--- config.mk ---
export PLATFORM = sky130hd
export DESIGN_NAME = rfi_restore
export DESIGN_NICKNAME = d
export VERILOG_FILES = /design/src/rtl/rfi_pkg.sv /design/src/rtl/rfi_decode.sv /design/src/rtl/rfi_pair_mux.sv /design/src/rtl/rfi_width_fix.sv /design/src/rtl/rfi_restore.sv
export SDC_FILE = /design/constraint.sdc
export NUM_CORES = 1
export LEC_CHECK = 0
export BUFFER_PORTS_ARGS = -buffer_cell sky130_fd_sc_hd__buf_2
export CAP_MARGIN = 10
export CORE_AREA = 2 2 433 435
export CTS_CLUSTER_DIAMETER = 80
export DETAILED_ROUTE_END_ITERATION = 8
export DIE_AREA = 0 0 435 437
export GPL_TIMING_DRIVEN = 0
export HOLD_SLACK_MARGIN = 0.15
export PLACE_DENSITY = 0.3
export REMOVE_ABC_BUFFERS = 1
export SETUP_SLACK_MARGIN = 0.15
export SLEW_MARGIN = 0
export SYNTH_ARGS = -nofsm -noshare
export SYNTH_HDL_FRONTEND = slang
export SYNTH_SLANG_ARGS = --single-unit
--- constraint.sdc ---
create_clock -name clk -period 1.4 [get_ports clk]
set_input_delay 0.07 -clock clk [delete_from_list [all_inputs] [get_ports clk]]
set_output_delay 0.07 -clock clk [all_outputs]
set_load 0.005 [all_outputs]
--- src/rtl/rfi_pkg.sv ---
package rfi_pkg;
  typedef enum logic [2:0] {
    RV_PLAIN = 3'd0, RV_DWORD = 3'd1, RV_HYPER = 3'd2, RV_EARLY = 3'd3,
    RV_CRIT  = 3'd4, RV_DEBUG = 3'd5, RV_MCHK  = 3'd6, RV_SVC   = 3'd7
  } rv_kind_e;

  // bank slot of each saved pair
  localparam int unsigned SLOT_STD   = 0;
  localparam int unsigned SLOT_HYP   = 1;
  localparam int unsigned SLOT_EARLY = 2;
  localparam int unsigned SLOT_CRIT  = 3;
  localparam int unsigned SLOT_DBG   = 4;
  localparam int unsigned SLOT_MCHK  = 5;
  localparam int unsigned SLOT_LINK  = 6;
  localparam int unsigned NSLOT      = 7;

  localparam logic [31:0] CLR_STD   = 32'h783F_0000;
  localparam logic [31:0] CLR_EARLY = 32'hFFFF_0000;
  localparam logic [31:0] CLR_EMB   = 32'h3FFF_0000;
  localparam int unsigned SVC_KEEP_BITS = 16;

  typedef struct packed {
    logic        known;
    logic        keep_hi;
    logic        svc;
    logic [2:0]  slot;
    logic [31:0] clr;
  } rv_ctl_t;
endpackage

--- src/rtl/rfi_decode.sv ---
module rfi_decode
  import rfi_pkg::*;
#(
  parameter int unsigned SEL_W = 4
) (
  input  logic [SEL_W-1:0] kind,
  output rv_ctl_t          ctl
);
  always_comb begin
    ctl.known   = ~|kind[SEL_W-1:3];
    ctl.keep_hi = 1'b0;
    ctl.svc     = 1'b0;
    ctl.slot    = 3'(SLOT_STD);
    ctl.clr     = CLR_STD;
    unique case (rv_kind_e'(kind[2:0]))
      RV_PLAIN: ctl.keep_hi = 1'b1;
      RV_DWORD: ;
      RV_HYPER: ctl.slot = 3'(SLOT_HYP);
      RV_EARLY: begin ctl.slot = 3'(SLOT_EARLY); ctl.clr = CLR_EARLY; end
      RV_CRIT:  begin ctl.slot = 3'(SLOT_CRIT);  ctl.clr = CLR_EMB;   end
      RV_DEBUG: begin ctl.slot = 3'(SLOT_DBG);   ctl.clr = CLR_EMB;   end
      RV_MCHK:  begin ctl.slot = 3'(SLOT_MCHK);  ctl.clr = CLR_EMB;   end
      RV_SVC:   begin ctl.slot = 3'(SLOT_LINK);  ctl.svc = 1'b1;      end
      default: ;
    endcase
  end
endmodule

--- src/rtl/rfi_pair_mux.sv ---
module rfi_pair_mux #(
  parameter int unsigned XLEN  = 64,
  parameter int unsigned NSLOT = 7,
  localparam int unsigned IW   = $clog2(NSLOT)
) (
  input  logic [NSLOT-1:0][XLEN-1:0] pc_bank,
  input  logic [NSLOT-1:0][XLEN-1:0] st_bank,
  input  logic [IW-1:0]              slot,
  output logic [XLEN-1:0]            pc_sel,
  output logic [XLEN-1:0]            st_sel
);
  logic [NSLOT-1:0] hit;
  generate
    for (genvar g = 0; g < NSLOT; g++) begin : g_hit
      assign hit[g] = (slot == IW'(g));
    end
  endgenerate

  always_comb begin
    pc_sel = '0;
    st_sel = '0;
    for (int i = 0; i < NSLOT; i++) begin
      pc_sel |= pc_bank[i] & {XLEN{hit[i]}};
      st_sel |= st_bank[i] & {XLEN{hit[i]}};
    end
  end
endmodule

--- src/rtl/rfi_width_fix.sv ---
module rfi_width_fix #(
  parameter int unsigned XLEN      = 64,
  parameter int unsigned KEEP_BITS = 16,
  localparam int unsigned HALF     = XLEN / 2
) (
  input  logic [XLEN-1:0] pc_raw,
  input  logic [XLEN-1:0] st_raw,
  input  logic [31:0]     clr,
  input  logic            svc,
  input  logic            keep_hi,
  input  logic [HALF-1:0] cur_hi,
  output logic [XLEN-1:0] pc_out,
  output logic [XLEN-1:0] st_out
);
  logic            wide;
  logic [XLEN-1:0] and_mask;
  logic [XLEN-1:0] st_m;
  logic [XLEN-1:0] pc_t;

  assign wide = st_raw[XLEN-1];

  always_comb begin
    if (svc) and_mask = {{(XLEN-KEEP_BITS){1'b0}}, {KEEP_BITS{1'b1}}};
    else     and_mask = ~{{(XLEN-32){1'b0}}, clr};
    st_m = st_raw & and_mask;
    if (wide) begin
      st_out = st_m;
      pc_t   = pc_raw;
    end else begin
      st_out = {(keep_hi ? cur_hi : {HALF{1'b0}}), st_m[HALF-1:0]};
      pc_t   = {{HALF{1'b0}}, pc_raw[HALF-1:0]};
    end
    pc_out = {pc_t[XLEN-1:2], 2'b00};
  end
endmodule

--- src/rtl/rfi_restore.sv ---
module rfi_restore
  import rfi_pkg::*;
#(
  parameter int unsigned XLEN  = 64,
  parameter int unsigned SEL_W = 4
) (
  input  logic             clk,
  input  logic             rst_n,
  input  logic             req_valid,
  input  logic [SEL_W-1:0] req_kind,
  input  logic [XLEN-1:0]  cur_state,
  input  logic [XLEN-1:0]  sv_pc_std,
  input  logic [XLEN-1:0]  sv_st_std,
  input  logic [XLEN-1:0]  sv_pc_hyp,
  input  logic [XLEN-1:0]  sv_st_hyp,
  input  logic [XLEN-1:0]  sv_pc_early,
  input  logic [XLEN-1:0]  sv_st_early,
  input  logic [XLEN-1:0]  sv_pc_crit,
  input  logic [XLEN-1:0]  sv_st_crit,
  input  logic [XLEN-1:0]  sv_pc_dbg,
  input  logic [XLEN-1:0]  sv_st_dbg,
  input  logic [XLEN-1:0]  sv_pc_mchk,
  input  logic [XLEN-1:0]  sv_st_mchk,
  input  logic [XLEN-1:0]  link_val,
  input  logic [XLEN-1:0]  count_val,
  output logic [XLEN-1:0]  next_pc,
  output logic [XLEN-1:0]  next_state,
  output logic             redirect
);
  localparam int unsigned HALF = XLEN / 2;
  localparam int unsigned IW   = $clog2(NSLOT);

  rv_ctl_t                    ctl;
  logic [NSLOT-1:0][XLEN-1:0] pc_bank, st_bank;
  logic [XLEN-1:0]            pc_sel, st_sel, pc_fix, st_fix;
  logic                       take;

  rfi_decode #(.SEL_W(SEL_W)) u_dec (.kind(req_kind), .ctl(ctl));

  always_comb begin
    pc_bank[SLOT_STD]   = sv_pc_std;    st_bank[SLOT_STD]   = sv_st_std;
    pc_bank[SLOT_HYP]   = sv_pc_hyp;    st_bank[SLOT_HYP]   = sv_st_hyp;
    pc_bank[SLOT_EARLY] = sv_pc_early;  st_bank[SLOT_EARLY] = sv_st_early;
    pc_bank[SLOT_CRIT]  = sv_pc_crit;   st_bank[SLOT_CRIT]  = sv_st_crit;
    pc_bank[SLOT_DBG]   = sv_pc_dbg;    st_bank[SLOT_DBG]   = sv_st_dbg;
    pc_bank[SLOT_MCHK]  = sv_pc_mchk;   st_bank[SLOT_MCHK]  = sv_st_mchk;
    pc_bank[SLOT_LINK]  = link_val;     st_bank[SLOT_LINK]  = count_val;
  end

  rfi_pair_mux #(.XLEN(XLEN), .NSLOT(NSLOT)) u_mux (
    .pc_bank(pc_bank), .st_bank(st_bank), .slot(IW'(ctl.slot)),
    .pc_sel(pc_sel), .st_sel(st_sel)
  );

  rfi_width_fix #(.XLEN(XLEN), .KEEP_BITS(SVC_KEEP_BITS)) u_fix (
    .pc_raw(pc_sel), .st_raw(st_sel), .clr(ctl.clr), .svc(ctl.svc),
    .keep_hi(ctl.keep_hi), .cur_hi(cur_state[XLEN-1:HALF]),
    .pc_out(pc_fix), .st_out(st_fix)
  );

  assign take = req_valid & ctl.known;

  always_ff @(posedge clk or negedge rst_n) begin
    if (!rst_n) begin
      next_pc    <= '0;
      next_state <= '0;
      redirect   <= 1'b0;
    end else begin
      redirect <= take;
      if (take) begin
        next_pc    <= pc_fix;
        next_state <= st_fix;
      end
    end
  end
endmodule

==> summary.txt <==
Clock network
  – H-tree level count: 4
  – CTS tree: built
  – Cts hold-fix bufs: between 700 and 800
  – CTS root buf: clkbuf_16
  – Worst-skew pair later-pin latency: approximately 0.53 ns
  – Num CTS Buffers: 17
  – Clock sink total: approximately 120
  – Reg clk slew, reported paths: 0.07 ns
  – Bufs on Longest Clock Path: 2

Worst setup path
  – CP top delay family: compound AO/OA/AOI/OAI gates
  – CP Data Arrival Time: approximately 2.2 ns
  – Crit path cell chain: buf_16, buf_16, buf_16, buf_12, nor2b_4, buf_12, a22o_1, a222oi_1, o21a_1, o21ai_1
  – Critical Path Most Common Cell: buf_16
  – Critical path origin: req_kind[0]
  – CP bufs+invs: 5
  – Slowest Stage Delay on Critical Path: between 0.7 and 0.8 ns
  – Launching point of the worst reg2reg path: next_state[61]
  – Worst path slowest cell: a222oi_1
  – Critical-path maximum fanout: 5
  – Worst r2r path cells: 2
  – WS Path Type: in2reg
  – CP endpoint kind: flop
  – Reg2Reg Setup Slack: 0.59 ns
  – Critical Path RT: around 1.8 ns
  – FF-to-FF End: next_state[61]
  – CP startpoint kind: primary input

Power and ir drop
  – Internal power: 11200 uW
  – Logic pwr share: about 51%
  – VDD IR max: between 0.5 and 0.6 mV
  – Seq pwr share: a little under a quarter
  – Psw: approximately 7100 uW
  – Sw frac: around two fifths
  – Clock share of power: a little over a quarter
  – Cell Pwr Density: about 620 nW/um^2
  – Power Total: between 15000 and 20000 uW
  – Leakage: approximately 0.013 uW

Synth
  – Synth Cell Area: just over 10000 um^2
  – Top FF cell, synth: dfrtp_1
  – Area leader, netlist: dfrtp_1
  – Cell count after synthesis: 1185
  – Asr flop ratio synth: 100%
  – Post-synthesis sequential area ratio: between 20% and 30%
  – Avg Inst Size Synth: 8.62 um^2
  – Synth cell count leaders: a22oi_1 (125), dfrtp_1 (118), a21oi_1 (111), nand2_1 (109), o21ai_0 (98)
  – Number of enable flip-flop cells after synthesis: 0
  – Number of distinct library cells after synthesis: approximately 50
  – Area fraction of the dominant cell type after synthesis: between 20% and 30%
  – Synth Register Bits: between 100 and 150
  – Most common cell in the netlist: a22oi_1
  – Synth top area cells: dfrtp_1 (29%), mux2_2 (10%), a22oi_1 (9.2%)
  – Yosys warns: 0

Place
  – GPL Wtd Cong: between 0.9 and 1
  – Post-DP HPWL: about 90 mm
  – Dpl cell area: between 15000 and 20000 um^2
  – PortBufs: between 900 and 1k

Drt
  – Total Wirelength: approximately 140 mm
  – Vias/cell: roughly 3.4
  – DRT iter0 DRCs: 1073
  – Antenna Nets Post-Route: 0
  – Drt drc: 0
  – WL per Instance: between 20 and 30 um
  – DR vias: around 18k
  – Drt pass-1 iters: 5

STA
  – Fin Setup TNS: -10.77 ns
  – RSZ-0062 raised after global routing: yes
  – Worst Tran Pin Value: around 0.96 ns
  – Fin crit share: 124%
  – Final worst slack: -0.340 ns
  – Clock skew: 0 ns
  – Post-layout min period: 1.74 ns
  – Final Hold Fails: 0
  – Final setup fails: 88
  – Max-Slew Margin vs Limit: roughly 36%
  – Final Max Tran Viols: 0
  – Max frequency: about 570 MHz

Die
  – Die area: 190000 um^2
  – Die W: ~440 um
  – Initial core utilization: under 10%
  – Chip height: around 440 um
  – Standard-cell rows: ~160
  – Boundary Pins: 1096
  – Core area: approximately 190000 um^2

Global route
  – Congestion Overflow GR: 0
  – GRT Util Overall: between 10 and 15%
  – Initial antenna violation count: 44
  – Number of global-route vias before repair: roughly 20k
  – Largest net degree at the start of global routing: 68
  – Global-route wire length before repair: approximately 180 mm

Min path
  – Hold WC Path Type: in2async

Flow run
  – Max-cap violations: 0

Finish
  – Layout cells sized above 1: between 40 and 50%
  – Final instance area: 29500 um^2
  – Final core utilization: ~16%
  – Area Overhead vs Synth: 189%
  – NumNets Final: around 3.9k

Run status
  – Failing checks: setup timing
  – Status: finished, violations left
==> cells by family (layout without fill, tap and decap cells) <==
| logic type | count (synthesis) | count (layout) | share of synthesized area [%] |
|---|---|---|---|
| other | 1 | 29 | 0.0367 |
| and+or+nand+nor | 182 | 191 | 7.27 |
| muxes | 141 | 141 | 14.9 |
| buffers and inverters | 151 | 1870 | 7.79 |
| DFF | 118 | 118 | 28.9 |
| AOI/OAI and AO/OA | 592 | 592 | 41.0 |
==> state kept, by name (all words and copies together) (netlist names) <==
signal	cells
next_pc	62
next_state	55
redirect	1
==> cell type report <==
| cell class | count | area, um^2 |
|---|---|---|
| Inverter | 4 | 33.8 |
| Antenna cell | 18 | 45.0 |
| Sequential cell | 118 | 2950 |
| Multi-Input combinational cell | 935 | 7550 |
| Tap cell | 2480 | 3100 |
| Fill cell | 20900 | 155000 |
| Clock buffer | 21 | 450 |
| Clock inverter | 11 | 103 |
| Timing Repair Buffer | 1834 | 15300 |
==> power groups by stage <==
stage                     sequential (uW)  combinational (uW)  clock, uW
after floorplan                      4290                1780          0
after global routing                 4260                9790       5200
after CTS                            4190                9130       5230
after global placement               4240                5640          0
after detailed placement             4240                5730          0
final                                4190                9210       4810
==> per-stage QoR <==
stage	worst slack, ns	hold WS (ns)	std cells
floorplan	-4.03	-0.226	1048
global placement	-17.66	0.303	4442
detailed placement	-2.74	0.0490	4476
CTS	-0.303	0.0379	5378
global route	-0.352	0.0946	5414
finish	-0.340	0.0771	5421
==> cells in the final DEF, fill, tap and decap left out, drive strengths merged, types with 50 or more instances in the layout <==
| cell | count |
|---|---|
| mux2 | 91 |
| a21oi | 111 |
| mux2i | 50 |
| a22oi | 125 |
| dlygate4sd3 | 710 |
| nor2 | 55 |
| nand2 | 112 |
| a221oi | 81 |
| a22o | 60 |
| dfrtp | 118 |
| buf | 1099 |
| o21ai | 155 |
==> layer usage <==
layer / wire length [um] / GRT usage [%] / up-vias
met1: 55400 / 16.4 / 9082
met3: 7300 / 2.71 / 195
met5: 57 / 0 / -
li1: - / - / 8130
met2: 70500 / 25.1 / 908
met4: 5250 / 5.38 / 10
==> how the worst max path moves through the flow <==
stage / end / slack (ns) / cells past startpoint
floorplan: next_state[33] / -4.03 / 5
global placement: next_pc[34] / -17.66 / 6
detailed placement: next_state[38] / -2.74 / 8
CTS: next_state[38] / -0.30 / 9
global route: next_state[46] / -0.35 / 15
finish: next_state[38] / -0.34 / 10
==> timing repair <==
item                                    in CTS  in global routing
endpoints found under the setup margin     132                114
pin swaps                                   99                 86
setup buffers                              118                 23
hold endpoints to repair                   235                 22
cloned                                      41                  2
gates resized for setup                    264                108
(Power assumes the default switching activity.)
